### src/rtl/jme_pkg.sv
package jme_pkg;

    parameter int CNT_W    = 16;
    parameter int HDR_W    = 16;
    parameter int SYNC_W   = 8;
    parameter int PRE_W    = 3;
    parameter int MAC_W    = 9;
    parameter int LOOP_BIT = 7;
    parameter int EXIT_BIT = 8;
    localparam int HIDX_W  = $clog2(HDR_W + 1);
    localparam int NPH     = 7;

    typedef enum logic [1:0] {
        MK_STATE = 2'd0,
        MK_BIST  = 2'd1,
        MK_SHIFT = 2'd2,
        MK_SHCAP = 2'd3
    } mkind_e;

    // Phase order is the order in which bits leave the engine
    typedef enum logic [2:0] {
        PH_IDLE = 3'd0,
        PH_PRE  = 3'd1,
        PH_MID  = 3'd2,
        PH_SYNC = 3'd3,
        PH_HDR  = 3'd4,
        PH_DATA = 3'd5,
        PH_FIN  = 3'd6
    } phase_e;

    typedef struct packed {
        mkind_e              kind;
        logic [MAC_W-1:0]    mbits;
        logic [PRE_W-1:0]    pre_len;
        logic                loop_en;
        logic                exit_en;
        logic [CNT_W-1:0]    bist_len;
        logic                tdo_dflt;
        logic                sync_en;
        logic [SYNC_W-1:0]   sync_len;
        logic                hdr_en;
        logic [HIDX_W-1:0]   hdr_len;
        logic [HDR_W-1:0]    hdr_data;
        logic [CNT_W-1:0]    vec_len;
        logic                cmp_en;
    } cfg_t;

    typedef struct packed {
        logic tms;
        logic drv;   // tdo takes val; otherwise tdo holds
        logic val;
        logic take;
        logic cap;
        logic cmp;
    } pin_bit_t;

    function automatic logic is_shift(mkind_e k);
        return k == MK_SHIFT || k == MK_SHCAP;
    endfunction

    function automatic logic [CNT_W-1:0] phase_len(cfg_t c, phase_e p);
        logic [CNT_W-1:0] n;
        n = '0;
        case (p)
            PH_PRE:  n = CNT_W'(c.pre_len);
            PH_MID: begin
                if (c.kind == MK_STATE && c.loop_en)     n = CNT_W'(1);
                else if (c.kind == MK_BIST && c.loop_en) n = c.bist_len;
            end
            PH_SYNC: if (is_shift(c.kind) && c.sync_en) n = CNT_W'(c.sync_len);
            PH_HDR:  if (is_shift(c.kind) && c.hdr_en)  n = CNT_W'(c.hdr_len);
            PH_DATA: if (is_shift(c.kind) && c.vec_len != '0) n = c.vec_len - CNT_W'(1);
            PH_FIN:  if (is_shift(c.kind) || c.exit_en) n = CNT_W'(1);
            default: n = '0;
        endcase
        return n;
    endfunction

    function automatic pin_bit_t bit_of(cfg_t c, phase_e p, logic [CNT_W-1:0] idx,
                                        logic din);
        pin_bit_t         b;
        logic [MAC_W-1:0] msh;
        logic [HDR_W-1:0] hsh;
        msh = c.mbits >> idx[PRE_W-1:0];
        hsh = c.hdr_data >> idx;
        b   = '0;
        b.tms = c.mbits[LOOP_BIT];
        case (p)
            PH_PRE:  b.tms = msh[0];
            PH_MID: begin
                b.drv = (c.kind == MK_BIST);
                b.val = c.tdo_dflt;
            end
            PH_SYNC: begin
                b.drv = 1'b1;
                b.val = 1'b1;
            end
            PH_HDR: begin
                b.drv = 1'b1;
                b.val = hsh[0];
            end
            PH_DATA: begin
                b.drv  = 1'b1;
                b.val  = din;
                b.take = 1'b1;
                b.cap  = (c.kind == MK_SHCAP);
                b.cmp  = c.cmp_en;
            end
            PH_FIN: begin
                b.tms = c.mbits[EXIT_BIT];
                if (is_shift(c.kind)) begin
                    if (c.vec_len != '0) begin
                        b.drv  = 1'b1;
                        b.val  = din;
                        b.take = 1'b1;
                        b.cap  = (c.kind == MK_SHCAP);
                        b.cmp  = c.cmp_en;
                    end
                end else if (c.kind == MK_BIST) begin
                    b.drv = 1'b1;
                    b.val = c.tdo_dflt;
                end
            end
            default: b = '0;
        endcase
        return b;
    endfunction

endpackage

### src/rtl/jme_tck_gen.sv
module jme_tck_gen (
    input  logic clk,
    input  logic rst,
    input  logic busy,
    output logic tck,
    output logic rise
);
    logic tck_q;

    assign rise = busy && !tck_q;
    assign tck  = tck_q;

    always_ff @(posedge clk) begin
        if (rst) tck_q <= 1'b0;
        else     tck_q <= rise;
    end
endmodule

### src/rtl/jme_phase_seq.sv
module jme_phase_seq
    import jme_pkg::*;
(
    input  logic             clk,
    input  logic             rst,
    input  logic             load,
    input  logic [CNT_W-1:0] plen [NPH],
    output phase_e           nxt_phase,
    output logic [CNT_W-1:0] nxt_idx,
    output logic             busy
);
    phase_e           phase_q;
    logic [CNT_W-1:0] cnt_q;
    logic [CNT_W-1:0] idx_q;
    logic [CNT_W-1:0] nxt_cnt;
    phase_e           found;
    logic             stay;

    always_comb begin
        found = PH_IDLE;
        for (int p = NPH - 1; p >= 0; p--) begin
            if (p > int'(phase_q) && plen[p] != '0) found = phase_e'(3'(p));
        end
    end

    assign stay      = (phase_q != PH_IDLE) && (cnt_q > CNT_W'(1));
    assign nxt_phase = stay ? phase_q : found;
    assign nxt_idx   = stay ? idx_q + CNT_W'(1) : '0;
    assign nxt_cnt   = stay ? cnt_q - CNT_W'(1) : plen[found];
    assign busy      = (phase_q != PH_IDLE);

    always_ff @(posedge clk) begin
        if (rst) begin
            phase_q <= PH_IDLE;
            cnt_q   <= '0;
            idx_q   <= '0;
        end else if (load) begin
            phase_q <= nxt_phase;
            cnt_q   <= nxt_cnt;
            idx_q   <= nxt_idx;
        end
    end
endmodule

### src/rtl/jme_pin_drive.sv
module jme_pin_drive (
    input  logic clk,
    input  logic rst,
    input  logic load,
    input  logic ending,
    input  logic rise,
    input  logic b_tms,
    input  logic b_drv,
    input  logic b_val,
    input  logic b_cap,
    input  logic b_cmp,
    input  logic tdi,
    output logic tms,
    output logic tdo,
    output logic capture_en,
    output logic compare_en,
    output logic cap_valid,
    output logic cap_bit
);
    always_ff @(posedge clk) begin
        if (rst) begin
            tms        <= 1'b1;
            tdo        <= 1'b0;
            capture_en <= 1'b0;
            compare_en <= 1'b0;
        end else if (load) begin
            if (ending) begin
                capture_en <= 1'b0;
                compare_en <= 1'b0;
            end else begin
                tms        <= b_tms;
                capture_en <= b_cap;
                compare_en <= b_cmp;
                if (b_drv) tdo <= b_val;
            end
        end
    end

    always_ff @(posedge clk) begin
        if (rst) begin
            cap_valid <= 1'b0;
            cap_bit   <= 1'b0;
        end else begin
            cap_valid <= rise && capture_en;
            if (rise && capture_en) cap_bit <= tdi;
        end
    end
endmodule

### src/rtl/jtag_macro_engine.sv
module jtag_macro_engine
    import jme_pkg::*;
(
    input  logic              clk,
    input  logic              rst,
    input  logic              start,
    input  logic [1:0]        mkind,
    input  logic [MAC_W-1:0]  mbits,
    input  logic [PRE_W-1:0]  pre_len,
    input  logic              loop_en,
    input  logic              exit_en,
    input  logic [CNT_W-1:0]  bist_len,
    input  logic              tdo_dflt,
    input  logic              sync_en,
    input  logic [SYNC_W-1:0] sync_len,
    input  logic              hdr_en,
    input  logic [HIDX_W-1:0] hdr_len,
    input  logic [HDR_W-1:0]  hdr_data,
    input  logic [CNT_W-1:0]  vec_len,
    input  logic              cmp_en,
    input  logic              data_in,
    output logic              data_take,
    input  logic              tdi,
    output logic              tck,
    output logic              tms,
    output logic              tdo,
    output logic              capture_en,
    output logic              compare_en,
    output logic              cap_valid,
    output logic              cap_bit,
    output logic              busy,
    output logic              done
);
    cfg_t             cfg_in, cfg_q, src;
    logic [CNT_W-1:0] plen [NPH];
    phase_e           nxt_phase;
    logic [CNT_W-1:0] nxt_idx;
    pin_bit_t         nb;
    logic             load, rise, ending;

    always_comb begin
        cfg_in.kind     = mkind_e'(mkind);
        cfg_in.mbits    = mbits;
        cfg_in.pre_len  = pre_len;
        cfg_in.loop_en  = loop_en;
        cfg_in.exit_en  = exit_en;
        cfg_in.bist_len = bist_len;
        cfg_in.tdo_dflt = tdo_dflt;
        cfg_in.sync_en  = sync_en;
        cfg_in.sync_len = sync_len;
        cfg_in.hdr_en   = hdr_en;
        cfg_in.hdr_len  = hdr_len;
        cfg_in.hdr_data = hdr_data;
        cfg_in.vec_len  = vec_len;
        cfg_in.cmp_en   = cmp_en;
    end

    // While idle the next bit is chosen from the live ports
    assign src = busy ? cfg_q : cfg_in;

    generate
        for (genvar g = 0; g < NPH; g++) begin : g_len
            assign plen[g] = phase_len(src, phase_e'(3'(g)));
        end
    endgenerate

    assign load      = busy ? tck : start;
    assign ending    = (nxt_phase == PH_IDLE);
    assign nb        = bit_of(src, nxt_phase, nxt_idx, data_in);
    assign data_take = load && !ending && nb.take;

    always_ff @(posedge clk) begin
        if (rst) begin
            cfg_q <= '0;
            done  <= 1'b0;
        end else begin
            if (start && !busy) cfg_q <= cfg_in;
            done <= load && ending;
        end
    end

    jme_phase_seq u_seq (
        .clk       (clk),
        .rst       (rst),
        .load      (load),
        .plen      (plen),
        .nxt_phase (nxt_phase),
        .nxt_idx   (nxt_idx),
        .busy      (busy)
    );

    jme_tck_gen u_tck (
        .clk  (clk),
        .rst  (rst),
        .busy (busy),
        .tck  (tck),
        .rise (rise)
    );

    jme_pin_drive u_pins (
        .clk        (clk),
        .rst        (rst),
        .load       (load),
        .ending     (ending),
        .rise       (rise),
        .b_tms      (nb.tms),
        .b_drv      (nb.drv),
        .b_val      (nb.val),
        .b_cap      (nb.cap),
        .b_cmp      (nb.cmp),
        .tdi        (tdi),
        .tms        (tms),
        .tdo        (tdo),
        .capture_en (capture_en),
        .compare_en (compare_en),
        .cap_valid  (cap_valid),
        .cap_bit    (cap_bit)
    );
endmodule

### config.mk
export PLATFORM = sky130hd
export DESIGN_NAME = jtag_macro_engine
export DESIGN_NICKNAME = d
export VERILOG_FILES = /design/src/rtl/jme_pkg.sv /design/src/rtl/jme_tck_gen.sv /design/src/rtl/jme_phase_seq.sv /design/src/rtl/jme_pin_drive.sv /design/src/rtl/jtag_macro_engine.sv
export SDC_FILE = /design/constraint.sdc
export NUM_CORES = 1
export LEC_CHECK = 0
export BUFFER_PORTS_ARGS = -buffer_cell sky130_fd_sc_hd__buf_4
export CORE_MARGIN = 2
export CORE_UTILIZATION = 53
export CTS_CLUSTER_SIZE = 20
export DETAILED_ROUTE_END_ITERATION = 10
export PLACE_DENSITY_LB_ADDON = 0.05
export SETUP_SLACK_MARGIN = 0.02
export SLEW_MARGIN = 20
export SYNTH_ARGS = -nofsm -noshare
export SYNTH_HDL_FRONTEND = slang
export SYNTH_SLANG_ARGS = --single-unit
### constraint.sdc
create_clock -name clk -period 5.6 [get_ports clk]
set_input_delay 0.56 -clock clk [delete_from_list [all_inputs] [get_ports clk]]
set_output_delay 0.56 -clock clk [all_outputs]
set_load 0.02 [all_outputs]
# Word-level counts from Yosys, hierarchy flattened
# Index checks and enable logic that the tools add are counted.
dict set report word_totals {
  mem_count 0
  input_bits 86
  ram_bits 0
  regBits 124
  rom_bits 0
  latchBits 0
}
dict set report op_classes {
  n_eq_ne 9
  n_reduce_logical 36
  bitwise 2
  n_lt_le_gt_ge 8
  shifts 2
  addsub 3
  n_div 0
  n_mux 29
  mul 0
}
# cell n
set op_table {}
lappend op_table {{$mux 16} 7}
lappend op_table {{$reduce_bool 16->1} 7}
lappend op_table {{$mux 81} 1}
lappend op_table {{$bmux 16 s3} 1}
lappend op_table {{$sub 16x1->16 const B} 2}
lappend op_table {{$mux 3} 8}
lappend op_table {{$logic_and 1x1->1} 18}
lappend op_table {{$add 16x1->16 const B} 1}
lappend op_table {{$gt 16x1->1 const B} 1}
lappend op_table {{$shr 16x16->1} 1}
lappend op_table {{$mux 5} 2}
lappend op_table {{$pmux 2 s5} 1}
lappend op_table {{$eq 3x3->1 const B} 3}
lappend op_table {{$gt 3x3->1 const A} 3}
lappend op_table {{$shr 9x3->1} 1}
lappend op_table {{$mux 8} 1}
lappend op_table {{$eq 3x2->1 const B} 2}
lappend op_table {{$gt 2x3->1 const A} 2}
lappend op_table {{$pmux 3 s2} 1}
lappend op_table {{$eq 2x2->1 const B} 2}
lappend op_table {{$ge 4x4->1 const B} 1}
lappend op_table {{$mux 1} 4}
lappend op_table {{$mux 2} 2}
lappend op_table {{$not 3->4} 1}
lappend op_table {{other kinds (13)} 16}

# Longest topological paths before layout
# Gate-level depths: netlist of the first run.
dict set report logic_depth {
  depth_word 19
  mapped_depth 23
  mapped_depth_nobuf 14
}

# Modules after synthesis
# From an unflattened synthesis of the first run, not the netlist that was laid out.
dict set report unflattened {
  cells_unflattened 1079
  area_unflattened_um2 8415.6
}
# module n_inst cells_per_inst seq_area_each_um2 area_each_um2
set by_module_without_submodules {}
lappend by_module_without_submodules {jtag_macro_engine 1 605 1641.6 4777.1}
lappend by_module_without_submodules {jme_phase_seq 1 447 700.7 3360.7}
lappend by_module_without_submodules {jme_pin_drive 1 24 120.1 239.0}
lappend by_module_without_submodules {jme_tck_gen 1 3 20.0 38.8}

# Worst setup path before layout of the first run
# Ideal clock, no wire load.
dict set report synth_path {
  path_kind {reg2out}
  start {reg u_seq.phase_q[2]}
  end {out data_take}
  arrival_time_ns 5.514
  path_buffers 7
  stages_incl_launch_ff 22
  slack_ns -0.474
  path_cell_list {dfxtp_1 > buf_2 > nor3_4 > buf_2 > buf_4 > clkbuf_1 > buf_1 > buf_1 > clkbuf_1 > mux2i_1 > ha_1 > nor3b_1 > nand4_1 > o31a_1 > xnor2_1 > nor4b_1 > nand4_1 > a21o_2 > mux2i_4 > mux2i_1 > nand2b_1 > nor2_1}
}
dict set report synth_via {
  elab_chain_cells 19
  elab_cells_between_ends 57
  cone_classes {add/sub: 1; order compare: 6; eq/ne: 5; mux: 18; reduce/logical: 27}
}
# element line
set synth_rtl {}
lappend synth_rtl {{start: declaration} jme_phase_seq.sv:12} ;# phase_e phase_q;
lappend synth_rtl {{start signal: assignment} jme_phase_seq.sv:38} ;# phase_q <= nxt_phase;
lappend synth_rtl {{branches (longest 18 deep; another with $sub 16x1->16)} n/a}
lappend synth_rtl {{$logic_and 1x1->1 (*)} jtag_macro_engine.sv:70} ;# assign data_take = load && !ending && nb.take;
lappend synth_rtl {{end: declaration} jtag_macro_engine.sv:22} ;# output logic data_take,
# Mark *: on every way between the ends.

# Worst setup path after layout of the first run
# Ends and elaborated chain as after synthesis.

==> results.toml, run 1 <==
[yosys]
synth_nets = 1183
yosysTopAreaCell = "dfxtp_1"
ys_async_sr_fraction_pct = 0
syn_area_um2 = 7780
ys_warn_count = 0
synth_cells = 1093
synth.avg_cell_area_um2 = 7.11
ys_ff_latch = 124
synth_top_area_share_pct = 31.9
yosys_most_used_dff = "dfxtp_1"
ys_top_cells_by_area = "dfxtp_1 32%, nand2_1 13%, a21oi_1 10%"
synth_edf_count = 0
yosysMostFrequentCell = "nand2_1"
synth_cell_types = 78
seq_area_frac_synth_pct = 31.9
synth_common_cells = "274 x nand2_1, 155 x a21oi_1, 124 x dfxtp_1, 67 x nor2_1, 57 x clkbuf_1"

[drt]
ant_nets = 0
wl_mm = 24.3
post_drt_wl_per_cell_um = 18.0
drtIter0Drc = 827
via_per_inst = 6.20
vias = 8364
drcViolationCount = 0
first_pass_iters = 5

[placed_design]
pre_cts_slack_ns = 1.11
hpwl_mm = 16.6
port_buffers = 95
gp_routability_congestion = 1.02
dpl-instance-area_um2 = 8560

[status]
status = "complete, no violations"

[sta]
fin_crit_ns = 5.06
fmax_mhz = 198
finalWorstSetupSlack_ns = 0.544
tightest_slew_ns = 0.978
fin_worst_skew_ns = 0.00821
final_hold_viol_count = 0
tns_ns = 0
rsz0062_at_grt = "false"
post-route-period-util_pct = 90.3
relSlewSlack_pct = 34.2
setup_viol = 0
slew_violations = 0

[critical_path]
crit_chain = "nor3_4, mux2i_1, ha_1, nor3b_2, nand4_1, o31a_1, o21ai_1, nand2b_1, and2_1, a31oi_4, nand2_1, mux2i_1, nand2b_1, nor2_1, buf_4"
crit_type = "reg2out"
cp_top_family = "simple AND/OR/NAND/NOR gates"
crit_path_start = "u_seq.phase_q[2]"
startpoint_type = "flop"
cp_max_fo = 10
path_buf_inv = 1
regToRegSetupSlack_ns = 1.08
rr_startpoint = "u_seq.phase_q[2]"
cp_slowest_cell = "o21ai_1"
r2r-end = "u_seq.cnt_q[14]"
max_stage_delay_ns = 0.43
crit_cells = 15
worstSetupEndpoint = "data_take"
crit_required_ns = 5.04
cp.arrival_ns = 4.50
worstSetupEndpointType = "primary output"
reg2regPathDepth = 14

[layout]
drive_gt1_share_pct = 15.2
post-route-util_pct = 64.1
syn2layout_area_growth_pct = 18.9
fin_nets = 1241
num_antenna_cells = 0
final_cell_area_um2 = 9250

[cts]
cts_hold_buf = 0
cts_resized = 0
htree_levels = 4
cts_root_buf = "clkbuf_16"
clock_sinks = 124
cts_made_buffers = 17
cts_buffer_depth = 2
clk-insertion-delay-late_ns = 0.43
tritoncts = "built"
clk_pin_slew_ns = 0.06
postCtsSetupBuffers = 0

[die]
die_h_um = 125
design.die.area_um2 = 15700
fp.dieW_um = 125
initial_core_util_pct = 53.9
fp.coreArea_um2 = 14400
ios = 96
num_rows = 44

[global_route]
grt_use_total_pct = 30.8
use_met1_pct = 42.8
gr-usage-met3_pct = 6.97
overflow = 0
antenna_found_initial = 0
grt_max_degree = 82
grt_pass1_wl_mm = 39.6
grtUsageMet2_pct = 47.1
grt_most_used_layer = "met2"
first_global_vias = 7572

[pwr]
ir_drop_mv = 0.362
p_leak_nw = 3.58
powerDensity_nw_per_um2 = 690

[min_path]
hp-class = "in2reg"

[run]
drv_cap = 0
per-stage QoR:
step	hold slack [ns]	std cells	total power (W)
after global routing	0.380	1348	0.00681
final	0.374	1348	0.00638
after floorplan	0.431	1093	0.00405
after CTS	0.372	1348	0.00631
after detailed placement	0.445	1316	0.00499
after global placement	0.439	1316	0.00496
worst register-to-register path: stages, from the launching register on:
cell and delay (ns):
dfxtp_1 0.42, nor3_4 0.31, mux2i_1 0.29, ha_1 0.36, nor3b_2 0.36, nand4_1 0.18
and3_1 0.26, nor3_1 0.36, nor2_1 0.16, nand4_4 0.14, nand4_1 0.36, nor2_1 0.47
a21oi_1 0.12, or4_1 0.51, a21oi_1 0.14
state kept, by name, indices dropped and copies added (netlist names):
| register | count |
|---|---|
| u_pins.tdo | 1 |
| u_pins.compare_en | 1 |
| u_pins.tms | 1 |
| cfg_q | 81 |
| u_pins.capture_en | 1 |
| u_pins.cap_valid | 1 |
| done | 1 |
| u_seq.idx_q | 16 |
| u_pins.cap_bit | 1 |
| u_seq.cnt_q | 16 |
| u_tck.tck | 1 |
| u_seq.phase_q | 3 |
cell type report:
| class | instances | area (µm²) |
|---|---|---|
| clock inverters | 13 | 236 |
| fillers | 1355 | 5170 |
| multi-input cells | 887 | 4980 |
| clock buffers | 19 | 453 |
| flip-flops and latches | 124 | 2480 |
| well taps | 184 | 230 |
| repair buffers | 110 | 826 |
| inverters | 11 | 41.3 |
where the power goes:
| group | total [W] | internal (W) | switching, W |
|---|---|---|---|
| registers | 0.00128 | 0.00108 | 0.000199 |
| logic | 0.00380 | 0.00133 | 0.00247 |
| clock network | 0.00130 | 0.000862 | 0.000441 |
logic make-up (layout without fill, tap and decap cells):
kind of cell	count (synthesis)	count (layout)	share of synthesized area (%)
AND/OR/NAND/NOR	519	519	31.2
AO/OA/AOI/OAI	298	298	23.4
flip-flops	124	124	31.9
buffers and inverters	82	153	4.28
multiplexers	48	48	6.48
XOR/XNOR	18	18	2.03
adder cells (fa/ha/maj)	4	4	0.644
cells in the final DEF (no fill, tap or decap), types with 4 or more instances in the layout:
cell type	n
o22ai_1	4
a21oi_1	154
ha_1	4
o21ai_0	43
nand2b_1	9
and4_1	4
dfxtp_1	124
and2_1	7
nor3b_1	5
a211oi_1	7
mux2i_1	41
or3_1	8
o31ai_1	4
nand3b_1	13
o2bb2ai_1	5
inv_1	10
nor2b_1	4
a211o_1	5
o211ai_1	5
nand4_1	6
bufinv_16	6
a31oi_1	15
nor4_1	20
nand2_1	273
clkbuf_16	17
nor3_1	35
mux2_2	4
xnor2_1	9
and3_1	7
a311oi_1	4
buf_4	110
nor2_1	67
or4_1	9
or2_2	4
xor2_1	9
o21ai_1	4
nand3_1	29
per-layer routing:
layer | routed length, µm | vias up
li1 | - | 4034
met1 | 10600 | 3893
met2 | 11000 | 387
met3 | 1990 | 50
met4 | 596 | 0
met5 | 0 | -
worst min path at each step:
stage,from,to,slack [ns],cells after the start
final,hdr_data[13],cfg_q[30],0.37,3
after global routing,mbits[2],cfg_q[72],0.38,3
after CTS,mbits[1],cfg_q[71],0.37,3
after detailed placement,cfg_q[26],cfg_q[26],0.45,2
after global placement,cfg_q[49],cfg_q[49],0.44,2
after floorplan,cfg_q[21],cfg_q[21],0.43,2
(Power assumes the default switching activity.)
==> run 2: changes to the inputs <==
==> constraint.sdc (replaced) <==
create_clock -name clk -period 4.25 [get_ports clk]
set_input_delay 0.425 -clock clk [delete_from_list [all_inputs] [get_ports clk]]
set_output_delay 0.425 -clock clk [all_outputs]
set_load 0.02 [all_outputs]
==> run 2 against run 1 <==
Net effect: the flow now finishes with violations (negative setup slack); cell count increased by 2.3%; core utilization increased by 1.0 points; clock power increased by 8%; sequential cell count unchanged; worst setup slack got worse by 0.55 ns; first-iteration DRC count decreased by 6.5%; sequential power increased by 30%; combinational power increased by 41%; largest cell class unchanged.
==> results.toml, run 2 (synthesized netlist as in run 1, its figures left out) <==
[layout]
drive_gt1_share_pct = 17.7
syn2layout_area_growth_pct = 20.9
largest-register = "cfg_q"
num_antenna_cells = 0
mostFrequentLayoutCell = "nand2_1"
reg.largest.list = "cfg_q x81, u_seq.cnt_q x16, u_seq.idx_q x16"
final_cell_mix = "273 x nand2_1, 154 x a21oi_1, 140 x buf_4"
fin_nets = 1272
largest_register_ffs = 81
fillers = 1316

[min_path]
hp-class = "in2reg"

[drt]
post_drt_wl_per_cell_um = 17.3
drtIter0Drc = 773
first_pass_iters = 6
vias = 8331
wl_mm = 23.9
drcViolationCount = 0
via_per_inst = 6.04
ant_nets = 0

[global_route]
first_global_vias = 7629
grt_most_used_layer = "met2"
grtUsageMet2_pct = 46.4
grt_pass1_wl_mm = 39.2
antenna_found_initial = 0
grt_max_degree = 102
overflow = 0
gr-usage-met3_pct = 7.83
grt_use_total_pct = 30.5
use_met1_pct = 42.4

[sta]
fin_worst_skew_ns = 0.00789
rsz0062_at_grt = "true"
final_hold_viol_count = 0
finalWorstSetupSlack_ns = -0.00956
setup_viol = 1
tightest_slew_ns = 1.13
fmax_mhz = 235
slew_violations = 0
post-route-period-util_pct = 100
fin_crit_ns = 4.26
relSlewSlack_pct = 25.0

[pwr]
power_w = 0.00842
powerDensity_nw_per_um2 = 895
p_leak_nw = 3.68
ir_drop_mv = 0.478

[cts]
clk_pin_slew_ns = 0.06
cts_buffer_depth = 2
tritoncts = "built"
clock_sinks = 124
cts_hold_buf = 0
cts_root_buf = "clkbuf_16"
cts_made_buffers = 17
clk-insertion-delay-late_ns = 0.42
htree_levels = 4

[placed_design]
pre_cts_slack_ns = 0.311
port_buffers = 95
hpwl_mm = 16.6
gp_routability_congestion = 0.958

[critical_path]
crit_type = "reg2out"
crit_required_ns = 3.83
cp.arrival_ns = 3.83
worstSetupEndpointType = "primary output"
startpoint_type = "flop"
cp_max_fo = 6

[die]
num_rows = 44
initial_core_util_pct = 53.9
fp.dieW_um = 125
ios = 96
fp.coreArea_um2 = 14400
die_h_um = 125
design.die.area_um2 = 15700

[status]
status = "complete, but fails checks"
violations = "negative setup slack"

[run]
drv_cap = 0
[run 2: changes by cell type in the layout (fill, tap and decap cells not counted), sizes merged]
cell      delta
buf         +31
bufinv       -5
clkinv       +2
clkinvlp     +2
clkbuf       +1
[run 2: critical path: stages, from the launching register on]
cell and delay [ns]:
dfxtp_2 0.33, nor3_4 0.26, mux2i_1 0.27, ha_2 0.26, nor3b_4 0.24, buf_4 0.15
xor2_1 0.05, mux2i_1 0.20, nand3_1 0.14, nor4b_2 0.32, nand4_1 0.14, a21o_2 0.23
mux2i_4 0.16, mux2i_1 0.26, nand2b_1 0.15, nor2_4 0.12, buf_6 0.12
[run 2: worst paths after layout]
| check | start | endpoint | slack (ns) | cells past startpoint |
|---|---|---|---|---|
| worst max register to register | u_seq.phase_q[1] | u_seq.cnt_q[5] | 0.36 | 18 |
| worst min-delay path | mbits[1] | cfg_q[71] | 0.25 | 3 |
| worst max-delay path | u_seq.phase_q[1] | data_take | -0.01 | 16 |
| worst min register to register | cfg_q[69] | cfg_q[69] | 0.45 | 2 |
[run 2: repair_timing]
action	CTS	global route
gates resized for setup	2	2
buffers inserted	14	2
pin swaps	11	6
endpoints found under the setup margin	1	1
[run 2: where the power goes]
part / internal, W / switching, W / leakage (nW) / total [W]
logic: 0.00202 / 0.00332 / 2.39 / 0.00534
clock network: 0.000839 / 0.000568 / 0.273 / 0.00141
registers: 0.00143 / 0.000240 / 1.01 / 0.00167
[run 2: cell type report]
cell class                      instances  area [µm²]  area share (%)
Timing Repair Buffer                  141        1060            11.3
Inverter                               11        41.3           0.439
Multi-Input combinational cell        887        5010            53.3
Clock buffer                           20         457            4.86
Tap cell                              184         230            2.45
Clock inverter                         12         115            1.22
Sequential cell                       124        2480            26.4
[run 2: per-stage QoR]
step / cells / utilization [%] / hold WS, ns / TNS, ns / area [µm²]
5_1_grt: 1379 / 65.2 / 0.248 / -0.267 / 9400
4_1_cts: 1377 / 65.0 / 0.238 / 0 / 9380
3_3_place_gp: 1331 / 60.3 / 0.442 / 0 / 8690
6_report: 1379 / 65.2 / 0.246 / -0.00956 / 9400
3_5_place_dp: 1331 / 60.3 / 0.446 / 0 / 8690
2_1_floorplan: 1093 / - / 0.431 / -0.542 / 7860
[run 2: routing by layer]
layer | wire length (µm) | share of wire (%)
met1 | 10700 | 45
met2 | 10800 | 45
met3 | 1840 | 7.7
met4 | 535 | 2.2
met5 | 0 | 0
